`config.mk`:
```
export PLATFORM = sky130hd
export DESIGN_NAME = rst_wake_seq
export DESIGN_NICKNAME = d
export VERILOG_FILES = /design/src/rtl/rst_wake_seq.sv
export SDC_FILE = /design/constraint.sdc
export NUM_CORES = 1
export LEC_CHECK = 0
export BUFFER_PORTS_ARGS = -buffer_cell sky130_fd_sc_hd__buf_2
export CORE_MARGIN = 1
export CORE_UTILIZATION = 55
export DETAILED_ROUTE_END_ITERATION = 8
export PLACE_DENSITY = 0.75
export SLEW_MARGIN = 20
export SYNTH_ARGS = -nofsm -noshare
export SYNTH_HDL_FRONTEND = slang
export SYNTH_SLANG_ARGS = --single-unit
```
`constraint.sdc`:
```
create_clock -name clk -period 2 [get_ports clk]
set_input_delay 0.4 -clock clk [delete_from_list [all_inputs] [get_ports clk]]
set_output_delay 0.4 -clock clk [all_outputs]
set_load 0.1 [all_outputs]
```
`src/rtl/rst_wake_seq.sv`:
```
module rst_wake_seq #(
  parameter int WAKE_CNT = 4096,
  parameter int FILT_LEN = 4
) (
  input  logic       clk,
  input  logic       por_n,
  input  logic       pin_rst_n,
  input  logic       wdt_rst,
  input  logic       osc_ok,
  input  logic       flash_done,
  input  logic       pd_req,
  input  logic       wake_evt,
  output logic       sys_rst_n,
  output logic       cpu_hold,
  output logic       flash_start,
  output logic       vec_zero,
  output logic [1:0] cause
);
  localparam int CW = $clog2(WAKE_CNT + 1);
  localparam int FW = $clog2(FILT_LEN + 1);

  typedef enum logic [2:0] {S_HOLD, S_COUNT, S_FLASH, S_RUN, S_SLEEP, S_WAKE} st_t;

  st_t st, st_nx;
  logic [1:0]    sync_q;
  logic          pin_q;
  logic [FW-1:0] fcnt;
  logic [CW-1:0] wcnt;
  logic          pin_fall, cnt_done;

  always_ff @(posedge clk or negedge por_n)
    if (!por_n) sync_q <= '0;
    else        sync_q <= {sync_q[0], pin_rst_n};

  always_ff @(posedge clk or negedge por_n)
    if (!por_n) begin
      pin_q <= 1'b0;
      fcnt  <= '0;
    end else if (sync_q[1] == pin_q) begin
      fcnt <= '0;
    end else if (fcnt == FW'(FILT_LEN - 1)) begin
      pin_q <= sync_q[1];
      fcnt  <= '0;
    end else begin
      fcnt <= fcnt + 1'b1;
    end

  assign pin_fall = pin_q && !sync_q[1] && (fcnt == FW'(FILT_LEN - 1));
  assign cnt_done = osc_ok && (wcnt == CW'(WAKE_CNT - 1));

  always_comb begin
    st_nx = st;
    if (!pin_q || wdt_rst) st_nx = S_HOLD;
    else case (st)
      S_HOLD:  st_nx = S_COUNT;
      S_COUNT: if (cnt_done) st_nx = S_FLASH;
      S_FLASH: if (flash_done && !flash_start) st_nx = S_RUN;
      S_RUN:   if (pd_req) st_nx = S_SLEEP;
      S_SLEEP: if (wake_evt) st_nx = S_WAKE;
      S_WAKE:  if (cnt_done) st_nx = S_RUN;
      default: st_nx = S_HOLD;
    endcase
  end

  always_ff @(posedge clk or negedge por_n)
    if (!por_n) begin
      st          <= S_HOLD;
      wcnt        <= '0;
      flash_start <= 1'b0;
      vec_zero    <= 1'b0;
      cause       <= 2'b00;
    end else begin
      st          <= st_nx;
      flash_start <= (st_nx == S_FLASH) && (st != S_FLASH);
      vec_zero    <= (st == S_FLASH) && (st_nx == S_RUN);
      if (st_nx != st)
        wcnt <= '0;
      else if ((st == S_COUNT || st == S_WAKE) && osc_ok)
        wcnt <= wcnt + 1'b1;
      if (pin_fall)     cause <= 2'b01;
      else if (wdt_rst) cause <= 2'b10;
    end

  assign sys_rst_n = (st == S_RUN) || (st == S_SLEEP) || (st == S_WAKE);
  assign cpu_hold  = (st != S_RUN);
endmodule

```
=== Word level (Yosys, flattened, before mapping) ===
Cells that the tools add are included.

* Bits in registers: 26
* Output and inout bits: 6

* Bitwise logic cells: 1
* $add $sub $neg: 2
* Muxes and demuxes: 13
* Reduce and logical (&&, ||, !) cells: 18
* Eq/ne operators: 13

{| class="wikitable"
|+ Operators with widths
! kind !! count
|-
| 13-bit 2-to-1 mux || 2
|-
| 3-bit 2-to-1 mux || 8
|-
| 3-bit case mux with 6 select lines || 1
|-
| 3-bit by 2-bit equality test with 1-bit output (second input constant) || 5
|-
| 13-bit by 1-bit adder with 13-bit output (second input constant) || 1
|-
| 13-bit by 12-bit equality test with 1-bit output (second input constant) || 1
|-
| 1-bit logical AND || 7
|-
| 3-bit equality test (second input constant) || 2
|-
| 3-bit by 2-bit != test with 1-bit output (second input constant) || 2
|-
| 1-bit logical OR || 4
|-
| 2-bit 2-to-1 mux || 2
|-
| 2-bit nonzero test || 2
|-
| 3-bit by 1-bit adder with 3-bit output (second input constant) || 1
|-
| 3-bit by 1-bit equality test with 1-bit output (second input constant) || 1
|-
| 1-bit logical NOT || 3
|-
| 3-bit logical NOT || 1
|-
| 3-bit != test || 1
|-
| 2-bit AND reduction || 1
|-
| 1-bit equality test || 1
|-
| 1-bit inverter || 1
|}

=== Depth between registers and ports, before layout ===
Gate-level depths: netlist (run 1).

* Depth after elaboration: 7
* Depth in mapped cells: 6

=== Least setup slack after synthesis (run 1) ===
Ideal clock, no wire load.

* Path kind: flip-flop to output port
* Start: register st[1]
* End: output sys_rst_n
* Slack: -648 ps
* Stages on the path, launching flop included: 6
* Required time: 1,600 ps
* Data arrival time: 2,248 ps
* Path through: dfrtp_1 buf_2 clkinv_1 nor2_1 nand2_1 nand2_1

* Longest elaborated chain between the ends: 3
* Elaborated cells between the ends (all ways): 5
* Those cells by class: eq/ne (3); reduce/logical (2)

{| class="wikitable"
|+ Ends and longest elaborated chain
! element !! RTL line !! RTL
|-
| start: declaration || 24 || <nowiki>st_t st, st_nx;</nowiki>
|-
| start signal: assignment || 73 || <nowiki>st <= st_nx;</nowiki>
|-
| 3-bit by 2-bit equality test with 1-bit output or 3-bit equality test (tied branches) || 84 || <nowiki>assign sys_rst_n = (st == S_RUN) || (st == S_SLEEP) || (st == S_WAKE);</nowiki>
|-
| 1-bit logical OR || 84 ||
|-
| 1-bit logical OR * || 84 ||
|-
| end: declaration || 13 || <nowiki>output logic sys_rst_n,</nowiki>
|}

Every way passes the cells marked *; elsewhere a longest branch is shown, timed or not.

=== Worst setup path in the final report (run 1) ===
* Start: register wcnt[0]
* End: register wcnt[0]

* Longest elaborated chain between the ends: 7
* Elaborated cells between the ends (all ways): 11
* Those cells by class: add/sub (1); eq/ne (2); mux (6); reduce/logical (2)

{| class="wikitable"
|+ Ends and longest elaborated chain
! element !! RTL line !! RTL
|-
| start: declaration || 28 || <nowiki>logic [CW-1:0] wcnt;</nowiki>
|-
| start signal: assignment || 79 || <nowiki>wcnt <= wcnt + 1'b1;</nowiki>
|-
| 13-bit by 12-bit equality test with 1-bit output || 49 || <nowiki>assign cnt_done = osc_ok && (wcnt == CW'(WAKE_CNT - 1));</nowiki>
|-
| 1-bit logical AND || 49 ||
|-
| 3-bit 2-to-1 mux, on equally long branches || 60, 56 ||
|-
| 3-bit case mux with 6 select lines || 54 || <nowiki>else case (st)</nowiki>
|-
| 3-bit 2-to-1 mux || 53 || <nowiki>if (!pin_q || wdt_rst) st_nx = S_HOLD;</nowiki>
|-
| 3-bit != test || 76 || <nowiki>if (st_nx != st)</nowiki>
|-
| 13-bit 2-to-1 mux or 2-bit nonzero test (tied branches) || -- ||
|}

Several ways; a longest one is shown, not always the timed one. The select of a mux whose other input is x is not followed.
A chain may end at the register's enable or synchronous reset.

==> out/results.tsv, run 1 <==
metric	value	unit
synth_xor_area_share	7.25	%
slowest_delay	420	ps
drv_cap	0	
worstMarginPinSlew	773	ps
layout_commonest_cell	dfrtp_1	
cts_tree	yes	
dieArea	2840	um^2
synth_seq_area_share	44.9	%
peakVddDrop	0.655	mV
hold_viol	0	
synth_nets	147	
most-common-layout-cells	25 x dfrtp_1, 18 x nor4_1, 11 x buf_2	
ctsLongestPathBuffers	2	
drive_above_1_share	23.7	%
core-area	2480	um^2
crit_chain	ha_1 > nand4_1 > buf_4 > nor4_4 > buf_4 > o221a_4 > nor4_1	
powerDensity	709	nW/um^2
rrSetupSlack	130	ps
dp.cells	176	
cp.arrival	2050	ps
synth_compound_area_share	8.89	%
cts-root-buf	clkbuf_4	
first_iter_violations	25	
critical_path_class	reg -> reg	
die_y	53.3	um
synth-simple-area-share	28.8	%
cp_top_family	simple AND/OR/NAND/NOR gates	
diodes	0	
pre_cts_ws	-97.3	ps
num_rows	18	
fmax	535	MHz
insertion_delay	320	ps
die_x	53.3	um
wl_per_cell	15.6	um
synth_top_family_by_area	simple AND/OR/NAND/NOR gates	
syn_avg_cell_area	10.7	um^2
ys_ff_latch	26	
slew-limit-headroom	48.3	%
nets	165	
fin_cells	182	
initial_utilization	58.5	%
routed_wl	2.84	mm
yosysUniqueCellTypes	41	
stdcell_area	1640	um^2
drc	0	
path_max_fanout	13	
end_kind	register	
layout_setup_ws	131	ps
dp_hpwl	1.96	mm
grt_pass1_wl	4.46	mm
port_buffers	13	
drt_pass1_iterations	4	
synth_ff_type	dfrtp_1	
async_reset_ff_share	100	%
grt_pass1_vias	1006	
fillers	201	
overflow	0	
antenna_found_initial	0	
cp_num_buf_inv	2	
synthMuxAreaShare	1.47	%
post_drt_via_cell_ratio	6.05	
crit_cells	7	
rr_startpoint	wcnt[0]	
whs	49.9	ps
outcome	complete, no violations	
hp-class	in -> async	
htreeDepth	1	
reg2regPathDepth	7	
syn_area	1450	um^2
seq_area	652	um^2
grt_max_degree	27	
required	2180	ps
track_usage	22.2	%
synthCells	136	
gp_congestion	0.802	
cp_slowest_cell	dfrtp_1	
slew_viol_final	0	
worst_clock_skew	3.73	ps
num_io_pins	14	
tritoncts.num_buffers	3	
setup_viol_count_final	0	
vias	1101	
dpl_cell_area	1560	um^2
synth_edf_count	0	
synthAdderAreaFrac	3.37	%
crit_top_cell	buf_4	
critPathLaunchType	register	
period_share	93.4	%
yosysWarnings	0	
p_leak	0.704	nW
post-route-min-period	1870	ps
antenna_left	0	
clkTransAtPathRegs	140	ps
multi_input_area	766	um^2
rsz0062_at_grt	false	
areaGrowthSynthToFinish	12.9	%
r2r_end	wcnt[0]	
cts_sinks	26	
fin_util	66.0	%
[worst reg2reg max path: stages, from the launching register on]
cell and delay [ps]:
dfrtp_1 420, ha_1 210, nand4_1 110, buf_4 170
nor4_4 300, buf_4 170, o221a_4 270, nor4_1 90
[what timing repair did]
item                                    in CTS  in global routing
setup buffers                                0                  3
hold buffers                                 0                  0
gates resized for setup                      1                  4
endpoints found under the setup margin       2                 15
pin swaps                                    0                  2
[synthesized netlist by cell type, types with 2 or more instances]
library cell  instances  area, um^2
nor4_1               19         119
o21a_1                2        15.0
dfrtp_1              26         651
a21o_1                2        15.0
nor2_1                4        15.0
buf_2                 4        20.0
nand2b_1              4        25.0
ha_1                  3        37.5
xnor2_1              10        87.6
nand2_1               8        30.0
nand4_1               4        25.0
a21oi_1               3        15.0
nor2b_1               4        25.0
inv_1                 5        18.8
buf_6                 3        33.8
nand3_1               4        20.0
xor2_1                2        17.5
nor3_1                6        30.0
[layer usage]
metal / vias to the layer above / track usage [%] / wire length, um
li1: 537 / - / -
met1: 539 / 29.7 / 1330
met2: 19 / 34.6 / 1380
met3: 6 / 3.45 / 79
met4: 0 / 10.5 / 53
met5: - / 0 / 0
[registers in the layout (all words and copies together) (netlist names)]
register,cells
pin_q,1
flash_start,1
cause,2
wcnt,13
sync_q,2
st,3
fcnt,3
vec_zero,1
[layout make-up]
| class | count | area share, % |
|---|---|---|
| clock buffers | 3 | 1.38 |
| inverters | 6 | 1.38 |
| multi-input cells | 97 | 46.8 |
| flip-flops and latches | 26 | 39.9 |
| well taps | 30 | 2.30 |
| repair buffers | 20 | 8.26 |
[metrics by stage]
stage	power, W	TNS, ps
global placement	0.000919	-24.4
global route	0.00122	0
floorplan	0.000863	0
detailed placement	0.000937	-887
CTS	0.00117	0
finish	0.00116	0
[cells by family (layout without fill, tap and decap cells)]
| family | count (synthesis) | in the layout |
|---|---|---|
| AO/OA/AOI/OAI | 16 | 16 |
| multiplexers | 2 | 2 |
| buffers and inverters | 13 | 29 |
| adder cells (fa/ha/maj) | 4 | 4 |
| XOR/XNOR | 12 | 12 |
| AND/OR/NAND/NOR | 63 | 63 |
| flip-flops | 26 | 26 |
[how the worst max path moves through the flow]
stage,from,end,slack [ps]
2_1_floorplan,st[1],sys_rst_n,60
3_3_place_gp,wdt_rst,wcnt[12],-9
3_5_place_dp,wdt_rst,wcnt[1],-100
4_1_cts,wcnt[0],flash_start,8
5_1_grt,wcnt[0],wcnt[12],20
6_report,wcnt[0],wcnt[0],130
[report_power, final]
group	internal, W	leakage (nW)	switching (W)
Sequential	0.000576	0.346	0.0000489
Clock	0.0000707	0.0138	0.000152
Combinational	0.000116	0.344	0.000196
Total	0.000762	0.704	0.000397
(Power assumes the default switching activity.)
==> run 2: changes to the inputs <==
==> constraint.sdc (replaced) <==
create_clock -name clk -period 2.2 [get_ports clk]
set_input_delay 0.44 -clock clk [delete_from_list [all_inputs] [get_ports clk]]
set_output_delay 0.44 -clock clk [all_outputs]
set_load 0.1 [all_outputs]
==> run 2 against run 1 <==
  * Clock-buffer cell count unchanged
  * First-iteration DRC count up 20%
  * Setup slack better by 87 ps
  * Worst hold slack better by 31 ps
  * Global-route usage up 0.76 points
  * Design area down 0.92%
  * Critical endpoint is now cpu_hold
==> out/results.tsv, run 2 (same netlist as run 1, synthesis figures left out) <==
metric	value	unit
critical_path_class	reg -> out	
overflow	0	
worst_clock_skew	2.83	ps
hp-class	in -> async	
routed_wl	2.86	mm
most-common-layout-cells	25 x dfrtp_1, 19 x nor4_1, 12 x buf_2	
critPathLaunchType	register	
drc	0	
insertion_delay	320	ps
crit_chain	nor2_1 > nand2_2 > buf_2	
slew_viol_final	0	
reg2regPathDepth	5	
seq_area	652	um^2
p_int	0.000813	W
slew-limit-headroom	47.8	%
combPwrFrac	23.3	%
drive_above_1_share	22.5	%
drv_cap	0	
num_rows	18	
power_frac_seq	48.6	%
fmax	505	MHz
outcome	complete, no violations	
ctsLongestPathBuffers	2	
path_max_fanout	9	
cts_sinks	26	
setup_tns	0	ps
dp_hpwl	2.05	mm
diodes	0	
cp_num_buf_inv	1	
largestRegisters	wcnt x13, fcnt x3, st x3	
crit_cells	3	
fin_util	65.4	%
end_kind	output pin	
slowest_delay	560	ps
port_buffers	13	
regMostFlops	wcnt	
cts-root-buf	clkbuf_4	
p_leak	0.690	nW
cts_hold_buffers	0	
post-route-min-period	1980	ps
cp.arrival	1540	ps
rsz0062_at_grt	false	
fillers	214	
period_share	90.1	%
layout_setup_ws	218	ps
dp.cells	175	
largest_reg_flops	13	
clkTransAtPathRegs	140	ps
nets	163	
track_usage	23.0	%
antenna_left	0	
hold_viol	0	
required	1760	ps
post_drt_via_cell_ratio	6.16	
areaGrowthSynthToFinish	11.8	%
grt_pass1_wl	4.62	mm
wl_per_cell	15.8	um
fin_cells	181	
die_x	53.3	um
multi_input_area	751	um^2
cp_top_family	flip-flops	
htreeDepth	1	
num_io_pins	14	
powerDensity	729	nW/um^2
worstMarginPinSlew	780	ps
layout_commonest_cell	dfrtp_1	
dieArea	2840	um^2
antenna_found_initial	0	
vias	1115	
die_y	53.3	um
peakVddDrop	0.595	mV
swShare	31.1	%
tritoncts.num_buffers	3	
pre_cts_ws	72.4	ps
gp_congestion	0.794	
grt_max_degree	27	
first_iter_violations	30	
p_clk_share	28.1	%
drt_pass1_iterations	4	
switching_power	0.000367	W
core-area	2480	um^2
grt_pass1_vias	1060	
initial_utilization	58.5	%
cp_slowest_cell	dfrtp_1	
setup_viol_count_final	0	
cts_tree	yes	
rrSetupSlack	260	ps
-- run 2: what timing repair did --
action                                  in CTS  in global routing
buffers inserted                             0                  2
endpoints found under the setup margin       1                  2
gates resized for setup                      1                  1
-- run 2: area by class of cell --
| cell class | instances | area share, % |
|---|---|---|
| multi-input cells | 97 | 46.3 |
| clock buffers | 3 | 1.39 |
| inverters | 6 | 1.39 |
| repair buffers | 18 | 6.49 |
| clock inverters | 1 | 1.85 |
| flip-flops and latches | 26 | 40.2 |
| well taps | 30 | 2.32 |
-- run 2: power by group through the flow --
stage	clock network [W]	logic [W]	registers [W]
4_1_cts	0.000337	0.000272	0.000573
3_3_place_gp	0	0.000254	0.000579
6_report	0.000332	0.000275	0.000574
2_1_floorplan	0	0.000197	0.000588
5_1_grt	0.000352	0.000301	0.000581
3_5_place_dp	0	0.000271	0.000582
-- run 2: worst reg2reg max path, stage by stage, from the launching register on --
cell	delay (ps)
dfrtp_1	420
ha_1	220
nand4_1	220
nor4_1	510
o32a_1	290
nor4b_2	200
-- run 2: path summary, 6_finish.rpt --
path                            startpoint     endpoint
worst min register to register   sync_q[0]    sync_q[1]
worst max register to register     wcnt[0]  flash_start
worst max-delay path                 st[2]     cpu_hold
worst min-delay path                 por_n      wcnt[1]
min in group clk                 pin_rst_n    sync_q[0]
max in group asynchronous            por_n        st[1]
-- run 2: per-layer routing --
metal / GRT usage (%) / vias up / share of wire (%)
met5: 0 / - / 0
met4: 9.21 / 0 / 1.2
met3: 3.74 / 5 / 2.4
met2: 38.3 / 17 / 51
met1: 29.1 / 558 / 45
li1: - / 535 / -
-- run 2: per-stage QoR --
step	hold WS [ps]	area (um^2)	power [W]
global placement	341	1540	0.000832
finish	80.5	1620	0.00118
global route	125	1620	0.00123
detailed placement	362	1540	0.000854
CTS	93.1	1590	0.00118
floorplan	144	1460	0.000785
